[src/rtl/stop_seq_pkg.sv]
package stop_seq_pkg;

  localparam int LVL_W = 2;

  typedef logic [LVL_W-1:0] irq_lvl_t;

  typedef enum logic [1:0] {
    ST_RUN  = 2'd0,
    ST_STOP = 2'd1,
    ST_STAB = 2'd2
  } seq_state_e;

  typedef enum logic [1:0] {
    PIN_FREE  = 2'd0,
    PIN_HOLD  = 2'd1,
    PIN_FLOAT = 2'd2
  } pin_mode_e;

  typedef enum logic {
    CAUSE_IRQ   = 1'b0,
    CAUSE_RESET = 1'b1
  } wake_cause_e;

  // Only the all-ones (lowest priority) level is barred from waking the core.
  function automatic logic lvl_can_wake(irq_lvl_t lvl);
    return lvl != {LVL_W{1'b1}};
  endfunction

  function automatic pin_mode_e pin_mode_for(logic float_bit);
    return float_bit ? PIN_FLOAT : PIN_HOLD;
  endfunction

  // Counter width able to hold values 0 .. cycles-1.
  function automatic int stab_cnt_w(int cycles);
    return (cycles < 2) ? 1 : $clog2(cycles);
  endfunction

endpackage

[src/rtl/stop_seq_entry_gate.sv]
module stop_seq_entry_gate
  import stop_seq_pkg::*;
#(
  parameter int NUM_PERIPH = 4,
  parameter int NUM_EXT    = 4
) (
  input  logic                  in_run,
  input  logic                  wr,
  input  logic                  stop_bit,
  input  logic                  float_bit,
  input  logic [NUM_PERIPH-1:0] periph_irq,
  input  logic [NUM_EXT-1:0]    ext_irq,
  output logic                  enter_stop,
  output logic                  stop_dropped,
  output pin_mode_e             entry_mode
);

  logic any_pending;
  logic stop_written;

  assign any_pending  = (|periph_irq) | (|ext_irq);
  // Writes are only seen while the core is clocked.
  assign stop_written = in_run & wr & stop_bit;
  assign enter_stop   = stop_written & ~any_pending;
  assign stop_dropped = stop_written & any_pending;
  assign entry_mode   = pin_mode_for(float_bit);

endmodule

[src/rtl/stop_seq_wake_detect.sv]
module stop_seq_wake_detect
  import stop_seq_pkg::*;
#(
  parameter int NUM_EXT = 4
) (
  input  logic                     armed,
  input  logic [NUM_EXT-1:0]       ext_irq,
  input  logic [NUM_EXT*LVL_W-1:0] ext_irq_lvl,
  output logic                     wake_hit
);

  logic [NUM_EXT-1:0] hit_vec;

  for (genvar i = 0; i < NUM_EXT; i++) begin : g_src
    assign hit_vec[i] = ext_irq[i] & lvl_can_wake(ext_irq_lvl[i*LVL_W +: LVL_W]);
  end

  // CPU mask and current level are deliberately not inputs here.
  assign wake_hit = armed & (|hit_vec);

endmodule

[src/rtl/stop_seq_stab_timer.sv]
module stop_seq_stab_timer
  import stop_seq_pkg::*;
#(
  parameter int STAB_CYCLES = 16
) (
  input  logic clk,
  input  logic rst_n,
  input  logic start,
  input  logic run,
  output logic done
);

  localparam int            CW   = stab_cnt_w(STAB_CYCLES);
  localparam logic [CW-1:0] LAST = CW'(STAB_CYCLES - 1);

  logic [CW-1:0] cnt_q;

  always_ff @(posedge clk or negedge rst_n) begin
    if (!rst_n) begin
      cnt_q <= '0;
    end else if (start) begin
      cnt_q <= '0;
    end else if (run && cnt_q != LAST) begin
      cnt_q <= cnt_q + 1'b1;
    end
  end

  assign done = run & ~start & (cnt_q == LAST);

  assert_cnt_bound_R6: assert property (@(posedge clk) disable iff (!rst_n)
    cnt_q <= LAST);

endmodule

[src/rtl/stop_seq_ctrl.sv]
module stop_seq_ctrl
  import stop_seq_pkg::*;
#(
  parameter int NUM_PERIPH  = 4,
  parameter int NUM_EXT     = 4,
  parameter int STAB_CYCLES = 16,
  parameter bit HAS_POR     = 1'b1
) (
  input  logic                     clk,
  input  logic                     rst_n,
  input  logic                     cfg_wr,
  input  logic                     cfg_stop,
  input  logic                     cfg_pin_float,
  input  logic [NUM_PERIPH-1:0]    periph_irq,
  input  logic [NUM_EXT-1:0]       ext_irq,
  input  logic [NUM_EXT*LVL_W-1:0] ext_irq_lvl,
  input  logic                     reset_req,
  output logic                     osc_en,
  output logic                     cpu_clk_en,
  output logic                     pin_hold,
  output logic                     pin_float,
  output logic                     wake_pulse,
  output logic                     wake_by_reset
);

  seq_state_e  state_q, state_d;
  pin_mode_e   pin_mode_q, pin_mode_d;
  wake_cause_e cause_q, cause_d;
  logic        pulse_q, pulse_d;
  logic        by_reset_q, by_reset_d;

  // Named internal events.
  logic      enter_stop;
  logic      stop_dropped;
  pin_mode_e entry_mode;
  logic      ext_wake_hit;
  logic      stab_start;
  logic      stab_done;
  logic      in_stop;
  logic      in_stab;

  assign in_stop = (state_q == ST_STOP);
  assign in_stab = (state_q == ST_STAB);

  stop_seq_entry_gate #(
    .NUM_PERIPH (NUM_PERIPH),
    .NUM_EXT    (NUM_EXT)
  ) u_entry (
    .in_run       (state_q == ST_RUN),
    .wr           (cfg_wr),
    .stop_bit     (cfg_stop),
    .float_bit    (cfg_pin_float),
    .periph_irq   (periph_irq),
    .ext_irq      (ext_irq),
    .enter_stop   (enter_stop),
    .stop_dropped (stop_dropped),
    .entry_mode   (entry_mode)
  );

  stop_seq_wake_detect #(
    .NUM_EXT (NUM_EXT)
  ) u_wake (
    .armed       (in_stop),
    .ext_irq     (ext_irq),
    .ext_irq_lvl (ext_irq_lvl),
    .wake_hit    (ext_wake_hit)
  );

  stop_seq_stab_timer #(
    .STAB_CYCLES (STAB_CYCLES)
  ) u_timer (
    .clk   (clk),
    .rst_n (rst_n),
    .start (stab_start),
    .run   (in_stab),
    .done  (stab_done)
  );

  always_comb begin
    state_d    = state_q;
    pin_mode_d = pin_mode_q;
    cause_d    = cause_q;
    pulse_d    = 1'b0;
    by_reset_d = by_reset_q;
    stab_start = 1'b0;
    unique case (state_q)
      ST_RUN: begin
        if (enter_stop) begin
          state_d    = ST_STOP;
          pin_mode_d = entry_mode;
        end
      end
      ST_STOP: begin
        if (reset_req) begin
          pin_mode_d = PIN_FREE;
          cause_d    = CAUSE_RESET;
          if (HAS_POR) begin
            state_d    = ST_STAB;
            stab_start = 1'b1;
          end else begin
            state_d    = ST_RUN;
            pulse_d    = 1'b1;
            by_reset_d = 1'b1;
          end
        end else if (ext_wake_hit) begin
          state_d    = ST_STAB;
          cause_d    = CAUSE_IRQ;
          stab_start = 1'b1;
        end
      end
      ST_STAB: begin
        if (reset_req) begin
          pin_mode_d = PIN_FREE;
          cause_d    = CAUSE_RESET;
        end
        if ((reset_req && !HAS_POR) || stab_done) begin
          state_d    = ST_RUN;
          pin_mode_d = PIN_FREE;
          pulse_d    = 1'b1;
          by_reset_d = reset_req || (cause_q == CAUSE_RESET);
        end
      end
      default: begin
        state_d    = ST_RUN;
        pin_mode_d = PIN_FREE;
      end
    endcase
  end

  always_ff @(posedge clk or negedge rst_n) begin
    if (!rst_n) begin
      state_q    <= ST_RUN;
      pin_mode_q <= PIN_FREE;
      cause_q    <= CAUSE_IRQ;
      pulse_q    <= 1'b0;
      by_reset_q <= 1'b0;
    end else begin
      state_q    <= state_d;
      pin_mode_q <= pin_mode_d;
      cause_q    <= cause_d;
      pulse_q    <= pulse_d;
      by_reset_q <= by_reset_d;
    end
  end

  assign osc_en        = (state_q != ST_STOP);
  assign cpu_clk_en    = (state_q == ST_RUN);
  assign pin_hold      = (pin_mode_q == PIN_HOLD);
  assign pin_float     = (pin_mode_q == PIN_FLOAT);
  assign wake_pulse    = pulse_q;
  assign wake_by_reset = by_reset_q;

  assert_drop_when_pending_R2: assert property (@(posedge clk) disable iff (!rst_n)
    stop_dropped |=> cpu_clk_en);

  assert_pins_exclusive_R3: assert property (@(posedge clk) disable iff (!rst_n)
    !(pin_hold && pin_float));

  assert_pins_free_in_run_R3: assert property (@(posedge clk) disable iff (!rst_n)
    cpu_clk_en |-> !(pin_hold || pin_float));

  assert_no_false_wake_R4: assert property (@(posedge clk) disable iff (!rst_n)
    (in_stop && !ext_wake_hit && !reset_req) |=> !osc_en);

  assert_gate_until_done_R6: assert property (@(posedge clk) disable iff (!rst_n)
    (in_stab && !stab_done && !reset_req) |=> !cpu_clk_en);

  assert_pulse_single_R6: assert property (@(posedge clk) disable iff (!rst_n)
    wake_pulse |=> !wake_pulse);

  assert_np_reset_fast_R8: assert property (@(posedge clk) disable iff (!rst_n)
    (!HAS_POR && in_stop && reset_req) |=> (wake_pulse && wake_by_reset));

  assert_reset_frees_pins_R9: assert property (@(posedge clk) disable iff (!rst_n)
    (in_stop && reset_req) |=> !(pin_hold || pin_float));

  assert_reset_priority_R10: assert property (@(posedge clk) disable iff (!rst_n)
    (in_stop && reset_req && ext_wake_hit) |=> (cause_q == CAUSE_RESET));

endmodule

[config.mk]
export PLATFORM = sky130hd
export DESIGN_NAME = stop_seq_ctrl
export DESIGN_NICKNAME = d
export VERILOG_FILES = /design/src/rtl/stop_seq_pkg.sv /design/src/rtl/stop_seq_entry_gate.sv /design/src/rtl/stop_seq_wake_detect.sv /design/src/rtl/stop_seq_stab_timer.sv /design/src/rtl/stop_seq_ctrl.sv
export SDC_FILE = /design/constraint.sdc
export NUM_CORES = 1
export LEC_CHECK = 0
export ABC_AREA = 1
export CAP_MARGIN = 10
export CORE_ASPECT_RATIO = 1.2
export CORE_MARGIN = 1.5
export CORE_UTILIZATION = 30
export CTS_BUF_LIST = sky130_fd_sc_hd__clkbuf_16
export DETAILED_ROUTE_END_ITERATION = 16
export DONT_BUFFER_PORTS = 1
export GPL_ROUTABILITY_DRIVEN = 1
export GPL_TIMING_DRIVEN = 1
export PLACE_DENSITY = 0.51
export SYNTH_ARGS = -nofsm -noshare
export SYNTH_HDL_FRONTEND = slang
export SYNTH_SLANG_ARGS = --single-unit
[constraint.sdc]
create_clock -name clk -period 2.3 [get_ports clk]
set_clock_uncertainty 0.2 [all_clocks]
set_input_delay 0.23 -clock clk [delete_from_list [all_inputs] [get_ports clk]]
set_output_delay 0.23 -clock clk [all_outputs]
set_load 0.02 [all_outputs]
Word-level counts from Yosys, hierarchy flattened
Index checks and enable logic that the tools add are counted.
{"block": "word_totals", "inputBits": 22, "out_inout_bits": 6, "regBits": 11}
{"block": "classes", "bitwise": 13, "eq_ne": 15, "n_reduce_logical": 11, "addsub": 1, "mux": 21}
{"op": "two-way mux 2 bit", "n": 8}
{"op": "!= test 2 bit (second input constant)", "n": 7}
{"op": "case mux 2 bit (3 select lines)", "n": 2}
{"op": "OR reduction 4 bit", "n": 3}
{"op": "AND 1 bit", "n": 10}
{"op": "two-way mux 1 bit", "n": 8}
{"op": "two-way mux 4 bit", "n": 2}
{"op": "AND reduction 3 bit", "n": 2}
{"op": "adder 4 x 1 -> 4 bit (second input constant)", "n": 1}
{"op": "equality test 2 x 1 -> 1 bit (second input constant)", "n": 2}
{"op": "equality test 2 bit (second input constant)", "n": 2}
{"op": "equality test 4 bit (second input constant)", "n": 1}
{"op": "!= test 4 bit (second input constant)", "n": 1}
{"op": "nonzero test 2 bit", "n": 2}
{"op": "!= test 3 bit (second input constant)", "n": 1}
{"op": "zero test 2 bit", "n": 1}
{"op": "!= test 2 x 1 -> 1 bit (second input constant)", "n": 1}
{"op": "inverter 1 bit", "n": 2}
{"op": "case mux 1 bit (2 select lines)", "n": 1}
{"op": "AND reduction 2 bit", "n": 1}
{"op": "logical AND 1 bit", "n": 1}
{"op": "logical OR 1 bit", "n": 1}
{"op": "OR 1 bit", "n": 1}

Longest topological paths before layout
Gate-level depths: netlist (run 1).
{"block": "depth", "ltp_word": 12, "ltp_mapped": 8, "mapped_depth_nobuf": 8}

By module
From an unflattened synthesis (run 1), not the netlist that was laid out.
{"block": "unflattened", "hier_cells": 106, "area_unflattened_um2": 718.2}
{"mod": "stop_seq_ctrl", "n_inst": 1, "cells_each": 51, "seq_area_each_um2": 175.2, "area_per_inst_um2": 376.6}
{"mod": "stop_seq_stab_timer", "n_inst": 1, "cells_each": 30, "seq_area_each_um2": 100.1, "area_per_inst_um2": 236.5}
{"mod": "stop_seq_entry_gate", "n_inst": 1, "cells_each": 12, "seq_area_each_um2": 0.0, "area_per_inst_um2": 56.3}
{"mod": "stop_seq_wake_detect", "n_inst": 1, "cells_each": 13, "seq_area_each_um2": 0.0, "area_per_inst_um2": 48.8}

Least setup slack after synthesis (run 1)
Ideal clock, no wire load.
{"block": "synth_timing", "kind": "reg-to-reg", "from": "register u_timer.cnt_q[0]", "to": "register pin_mode_q[0]", "t_required_ps": 1983, "setup_time_ps": 117, "path_slack_ps": 942, "synth_period_minus_slack_ps": 1358, "stages_incl_launch_ff": 9, "arrival_time_ps": 1041, "path_cell_list": "dfrtp_1 ha_1 nand3_2 nand2_4 nand2_1 nand2_1 nand2_1 nand2_1 nand2_1"}
{"block": "synth_via", "elab_chain_len": 4}
{"item": "start, declared", "line": "stop_seq_stab_timer.sv:16", "rtl": "logic [CW-1:0] cnt_q;"}
{"item": "start signal, assigned", "line": "stop_seq_stab_timer.sv:24", "rtl": "cnt_q <= cnt_q + 1'b1;"}
{"item": "equality test 4 bit", "line": "stop_seq_stab_timer.sv:28", "rtl": "assign done = run & ~start & (cnt_q == LAST);"}
{"item": "AND 1 bit", "line": "stop_seq_stab_timer.sv:28"}
{"item": "two-way mux 2 bit", "line": "stop_seq_ctrl.sv:116", "rtl": "if ((reset_req && !HAS_POR) || stab_done) begin"}
{"item": "case mux 2 bit (3 select lines)", "line": "stop_seq_ctrl.sv:86", "rtl": "unique case (state_q)"}
{"item": "end signal, assigned", "line": "stop_seq_ctrl.sv:139", "rtl": "pin_mode_q <= pin_mode_d;"}
{"item": "end, declared", "line": "stop_seq_ctrl.sv:27", "rtl": "pin_mode_e pin_mode_q, pin_mode_d;"}
Every way passes these cells.
A chain may end at the register's enable or synchronous reset.

Worst setup path after layout (run 1)
{"block": "layout_timing", "from": "register state_q[0]", "to": "output cpu_clk_en"}
{"block": "layout_via", "elab_chain_len": 1}
{"item": "start, declared", "line": "stop_seq_ctrl.sv:26", "rtl": "seq_state_e state_q, state_d;"}
{"item": "start signal, assigned", "line": "stop_seq_ctrl.sv:138", "rtl": "state_q <= state_d;"}
{"item": "zero test 2 bit", "line": "stop_seq_ctrl.sv:147", "rtl": "assign cpu_clk_en = (state_q == ST_RUN);"}
{"item": "end, declared", "line": "stop_seq_ctrl.sv:19", "rtl": "output logic cpu_clk_en,"}
Every way passes these cells.

==> summary.md, run 1 <==
| Metric | Value |
|---|---|
| GP Congestion | 0.7597 |
| Max Clock Freq | 0.6647 GHz |
| Final setup fails | 0 |
| Dpl ws | 0.8222 ns |
| Synth area leader | dfrtp_1 |
| Die area | 0.002582 mm^2 |
| Via count | just over 600 |
| Area Growth Syn to Fin | 19.89% |
| Vias in the first global route | 570 |
| Placeable Area | 0.002117 mm^2 |
| Number of top-level pins | 28 |
| Placed Cells incl. Taps | 130 |
| Worst Path Buf+Inv | 0 |
| Worst-Skew Late Latency | roughly 0.24 ns |
| WL final | 1289 um |
| Post-route ant nets | 0 |
| Max Fanout on Critical Path | 7 |
| Worst reg2reg endpoint | pin_mode_q[1] |
| Largest family of logic cells by synthesized area | simple AND/OR/NAND/NOR gates |
| Synth Instances | 100 |
| Slew @ Worst Pin | 0.5132 ns |
| Path depth of the worst reg2reg path | 8 |
| CTS root buf | clkbuf_16 |
| IO Port Bufs | 0 |
| Grt total ovfl | 0 |
| Worst path arrival time | between 1 and 1.5 ns |
| Prevailing post-synth register cell | dfrtp_1 |
| Crit-path cells | nor2_2 |
| Levels on crit path | 1 |
| WL/cell | 9.478 um |
| Largest net degree at the start of global routing | 12 |
| CTS sink count | 11 |
| Leakage | 0.4479 nW |
| Initial antenna violation count | 0 |
| Adder-cell share of the synthesized area | 1.825% |
| CP Launch Type | flip-flop |
| Mux cell area share after synthesis | 0% |
| CP endpoint kind | output port |
| Compound-Gate Fraction of Synth Area | 4.197% |
| Hold_sp | cfg_pin_float |
| Post-synthesis xor/xnor area fraction | 1.277% |
| CTS resizes | 0 |
| Pins over their slew limit | 0 |
| Top cells by area, synth | dfrtp_1 40%, nand2_1 20%, nor2_1 8.2% |
| Netlist cell types | 21 |
| Worst EP required | between 1.5 and 2 ns |
| Peak VDD IR | 537.8 uV |
| CTS tree | built |
| Initial core utilization | 32.39% |
| Crit path kind | flip-flop to output port |
| Pwr dens | approximately 1200 mW/mm^2 |
| Final Hold Vio Count | 0 |
| HPWL Detailed | 1053 um |
| Avg Vias per Cell | 4.581 |
| Chip height | between 50 and 60 um |
| H-tree Lvls | 1 |
| Setup slack, reg-to-reg | 0.82 ns |
| CP max stage delay | 0.44 ns |
| Total Nets Final | 130 |
| Drt drc | 0 |
| DIE WIDTH | ~47 um |
| Hold path cells | 4 |
| Fin crit period | around 1.5 ns |
| Yosys reg bits | 11 |
| RSZ-0062 raised after global routing | no |
| EDFF count, synth | 0 |
| Critical path's top delay family | flip-flops |
| TNS Setup | 0 ns |
| R2R Path Start | u_timer.cnt_q[0] |
| Outcome | finished clean |
| Final period utilization | 65.41% |
| Tot GR Track Use | 12.08% |
| Final core utilization | 38.83% |
| Non-Filler Instances | 136 |
| CTS clk-pin slew, worst paths | 0.04 ns |
| First drt pass iteration count | 4 |
| Post-synth ARST share | 100.0% |
| Post-synthesis sequential area ratio | 40.15% |
| Number of diodes | 0 |
| Initial detailed-routing violation count | 10 |
| Layout cells sized above 1 | about an eighth |
| Maximum clock insertion buffer count | 2 |
| Worst hold path type | input port to flip-flop |
| Crit path from | state_q[0] |
| Mean Syn Cell Area | 6.857 um^2 |
| Max-cap violation count | 0 |
| Post-route setup slack | 0.7955 ns |
| Synth Cell Area | 685.7 um^2 |
| Slew headroom | 65.67% |
| Fin Hold WS | roughly 0.0043 ns |
| Yosys warns | 0 |
| Row cnt | 18 |
| Clock buffer count from CTS | 3 |
| Simple-Gate Fraction of Synth Area | 43.98% |
| Slowest CP cell | dfrtp_1 |
| Top cell type's share of synthesized area | 40.15% |
| Hold EP | pin_mode_q[1] |
| Syn_nets | 123 |
| First-pass GRT wire length | 2249 um |
-- layout make-up --
class	instances	area, um^2
repair buffers	2	20.02
inverters	15	58.81
multi-input cells	74	351.6
clock buffers	3	75.07
flip-flops and latches	11	275.3
well taps	30	37.54
fillers	243	1295
clock inverters	1	3.754
-- metrics by stage --
step / instance area (um^2) / total power, W
3_5_place_dp: 723.2 / 0.0006448
2_1_floorplan: 685.7 / 0.0005903
4_1_cts: 822.0 / 0.0009680
6_report: 822.0 / 0.0009570
5_1_grt: 822.0 / 0.001033
3_3_place_gp: 723.2 / 0.0006424
-- how the worst max path moves through the flow --
stage | endpoint | slack, ns
after floorplan | pin_mode_q[0] | 0.94
after global placement | pin_mode_q[1] | 0.86
after detailed placement | pin_mode_q[1] | 0.82
after CTS | cpu_clk_en | 0.78
after global routing | pin_mode_q[1] | 0.69
final | cpu_clk_en | 0.80
-- worst min-delay path, delay by kind of cell --
kind | cells | cell delay (ns)
AND/OR/NAND/NOR | 4 | 0.17
-- flip-flops by register name, summed over array words and instances, names as in the netlist --
signal,flops
u_timer.cnt_q,4
pin_mode_q,2
state_q,2
cause_q,1
wake_by_reset,1
wake_pulse,1
-- what timing repair did --
| action | CTS | global route |
|---|---|---|
| setup buffers | 0 | 0 |
| endpoints found under the setup margin | 0 | 0 |
| hold buffers | 2 | 0 |
| hold endpoints to repair | 15 | 0 |
-- placed cells by master, fill, tap and decap left out, types with 2 or more instances in the layout --
cell	instances
nand2_1	36
and3_1	2
o21ai_0	2
dlygate4sd3_1	2
inv_1	13
dfrtp_1	11
nand2_2	2
clkbuf_16	3
nor2_1	15
inv_2	2
nand3_1	6
-- power by group --
part	switching, W	internal [W]
combinational	0.000217	0.000116
sequential	0.0000541	0.000258
clock	0.0000837	0.000228
-- routing by layer --
layer  GRT usage [%]  routed length (um)
met1           13.11                 528
met2           18.65                 628
met3           2.614                  66
met4           10.32                  65
met5               0                   0
-- synthesized netlist by cell type, types with 2 or more instances --
library cell / count
nor2_1: 15
nand2_1: 36
o21ai_0: 2
nand3_1: 6
inv_2: 2
and3_1: 2
nand2_2: 2
inv_1: 12
dfrtp_1: 11
-- cells by family after synthesis --
logic type / after synthesis
simple gates: 67
buf+inv: 15
flops: 11
compound gates: 5
xor+xnor: 1
fa+ha+maj: 1
(Power assumes the default switching activity.)
==> inputs of run 2 (changes only) <==
clock period = 1.5 ns   (was 2.3 ns; I/O delays follow)
==> summary.md, run 2 (same netlist as run 1, synthesis figures left out) <==
| Metric | Value |
|---|---|
| Worst path arrival time | ~1.1 ns |
| Worst hold path type | input port to flip-flop |
| WL met2 | roughly 840 um |
| Final period utilization | around 95% |
| WL final | 1503 um |
| Outcome | finished clean |
| WL/cell | 10.37 um |
| Area Growth Syn to Fin | 36.31% |
| CTS sink count | 11 |
| Grt total ovfl | 0 |
| Layout cells sized above 1 | 15.65% |
| R2R Path Start | u_timer.cnt_q[0] |
| First drt pass iteration count | 3 |
| Initial core utilization | 32.39% |
| HPWL Detailed | 1072 um |
| Dpl ws | 0.02785 ns |
| Row cnt | 18 |
| Commonest non-fill, non-tap cells in the layout | 35 x nand2_1, 15 x nor2_1, 13 x inv_1 |
| Max-cap violation count | 0 |
| Int Pwr | 0.0009941 W |
| Max layer used | met4 |
| Die area | 0.002582 mm^2 |
| Maximum clock insertion buffer count | 2 |
| CP endpoint kind | output port |
| Drt drc | 0 |
| Number of diodes | 0 |
| Total Nets Final | 139 |
| Pwr dens | between 1500 and 2000 mW/mm^2 |
| Sequential share of power | 31.8% |
| Worst setup path endpoint | cpu_clk_en |
| H-tree Lvls | 1 |
| First-pass GRT wire length | 2497 um |
| Net Sw Power | 0.0006022 W |
| Reg with most FFs | u_timer.cnt_q |
| DIE WIDTH | around 47 um |
| Comb power frac | 38.1% |
| CTS root buf | clkbuf_16 |
| Final Hold Vio Count | 0 |
| Setup slack, reg-to-reg | 0.11 ns |
| Worst reg2reg endpoint | pin_mode_q[0] |
| Leakage | 0.4887 nW |
| Pins over their slew limit | 0 |
| Max FFs per register | 4 |
| Max Clock Freq | 0.7024 GHz |
| Chip height | 55.37 um |
| Final core utilization | 44.15% |
| CP Launch Type | flip-flop |
| Number of top-level pins | 28 |
| Largest net degree at the start of global routing | 12 |
| Post-route setup slack | 0.07626 ns |
| Slew @ Worst Pin | between 0.5 and 0.6 ns |
| Placeable Area | 0.002117 mm^2 |
| Max Fanout on Critical Path | 7 |
| IO Port Bufs | 0 |
| Initial antenna violation count | 0 |
| GP Congestion | a little under 0.8 |
| Crit path kind | flip-flop to output port |
| CTS clk-pin slew, worst paths | 0.04 ns |
| Initial detailed-routing violation count | 3 |
| Via count | approximately 650 |
| Avg Vias per Cell | 4.503 |
| Clock buffer count from CTS | 3 |
| Biggest regs | u_timer.cnt_q: 4 flops, pin_mode_q: 2 flops, state_q: 2 flops |
| Worst-Skew Late Latency | 0.24 ns |
| Fraction of power spent switching nets | 37.73% |
| CTS tree | built |
| Crit path from | state_q[0] |
| Vias in the first global route | 640 |
| Final setup fails | 0 |
| Path depth of the worst reg2reg path | 8 |
| Post-route ant nets | 0 |
| Clock network fraction of total power | 30.0% |
| Commonest non-fill, non-tap cell in the layout | nand2_1 |
| Peak VDD IR | 1125 uV |
| Slew headroom | about two thirds |
| Fin Hold WS | 0.02062 ns |
| Metal-1 WL | 566 um |
| TNS Setup | 0 ns |
| Tot GR Track Use | 13.12% |
| Routed wl met3 | 54 um |
| Fin crit period | around 1.4 ns |
| Worst EP required | 1.15 ns |
-- run 2: cell types whose count changed in the layout (fill, tap and decap cells not counted), sizes merged --
cell | previous run | this run
dlygate4sd3 | 2 | 9
buf | 0 | 2
-- run 2: metal layers --
metal / up-vias / GRT usage [%]
met2: 25 / 24.40
met5: - / 0
met3: 5 / 0.9804
met4: 0 / 8.333
li1: 339 / -
met1: 284 / 12.63
-- run 2: through the flow --
step	cells	instance area [um^2]	total power (W)
2_1_floorplan	100	685.7	0.0009051
3_3_place_gp	131	730.7	0.001004
3_5_place_dp	131	730.7	0.001009
4_1_cts	144	904.6	0.001540
5_1_grt	145	934.6	0.001723
6_report	145	934.6	0.001596
-- run 2: area by class of cell --
type / instances / area [um^2]
Clock inverter: 1 / 3.754
Inverter: 15 / 58.81
Clock buffer: 3 / 75.07
Sequential cell: 11 / 275.3
Tap cell: 30 / 37.54
Multi-Input combinational cell: 74 / 379.1
Fill cell: 219 / 1182
Timing Repair Buffer: 11 / 105.1
-- run 2: critical path, cell delays in order, from the launching register on --
cell	delay (ns)
dfrtp_1	0.46
nor2_4	0.20
buf_4	0.17
-- run 2: worst min-delay path by stage --
stage | from | endpoint | slack, ns | cells past startpoint
CTS | ext_irq[1] | state_q[0] | 0.03 | 4
global route | ext_irq[1] | state_q[0] | 0.05 | 4
finish | ext_irq[1] | state_q[0] | 0.02 | 4
global placement | rst_n | wake_by_reset | -0.35 | 0
floorplan | rst_n | cause_q | -0.35 | 0
detailed placement | rst_n | wake_pulse | -0.35 | 0
-- run 2: power by group through the flow --
stage / registers, W / logic, W / clock network (W)
floorplan: 0.000463 / 0.000443 / 0
global route: 0.000523 / 0.000698 / 0.000502
global placement: 0.000479 / 0.000525 / 0
CTS: 0.000486 / 0.000565 / 0.000489
detailed placement: 0.000486 / 0.000523 / 0
finish: 0.000508 / 0.000609 / 0.000480
-- run 2: what timing repair did --
action | 4_1_cts | 5_1_grt
gates resized for setup | 1 | 4
hold buffers | 9 | 0
endpoints found under the hold margin | 19 | 0
endpoints found under the setup margin | 1 | 6
setup buffers | 0 | 1
pin swaps | 0 | 2
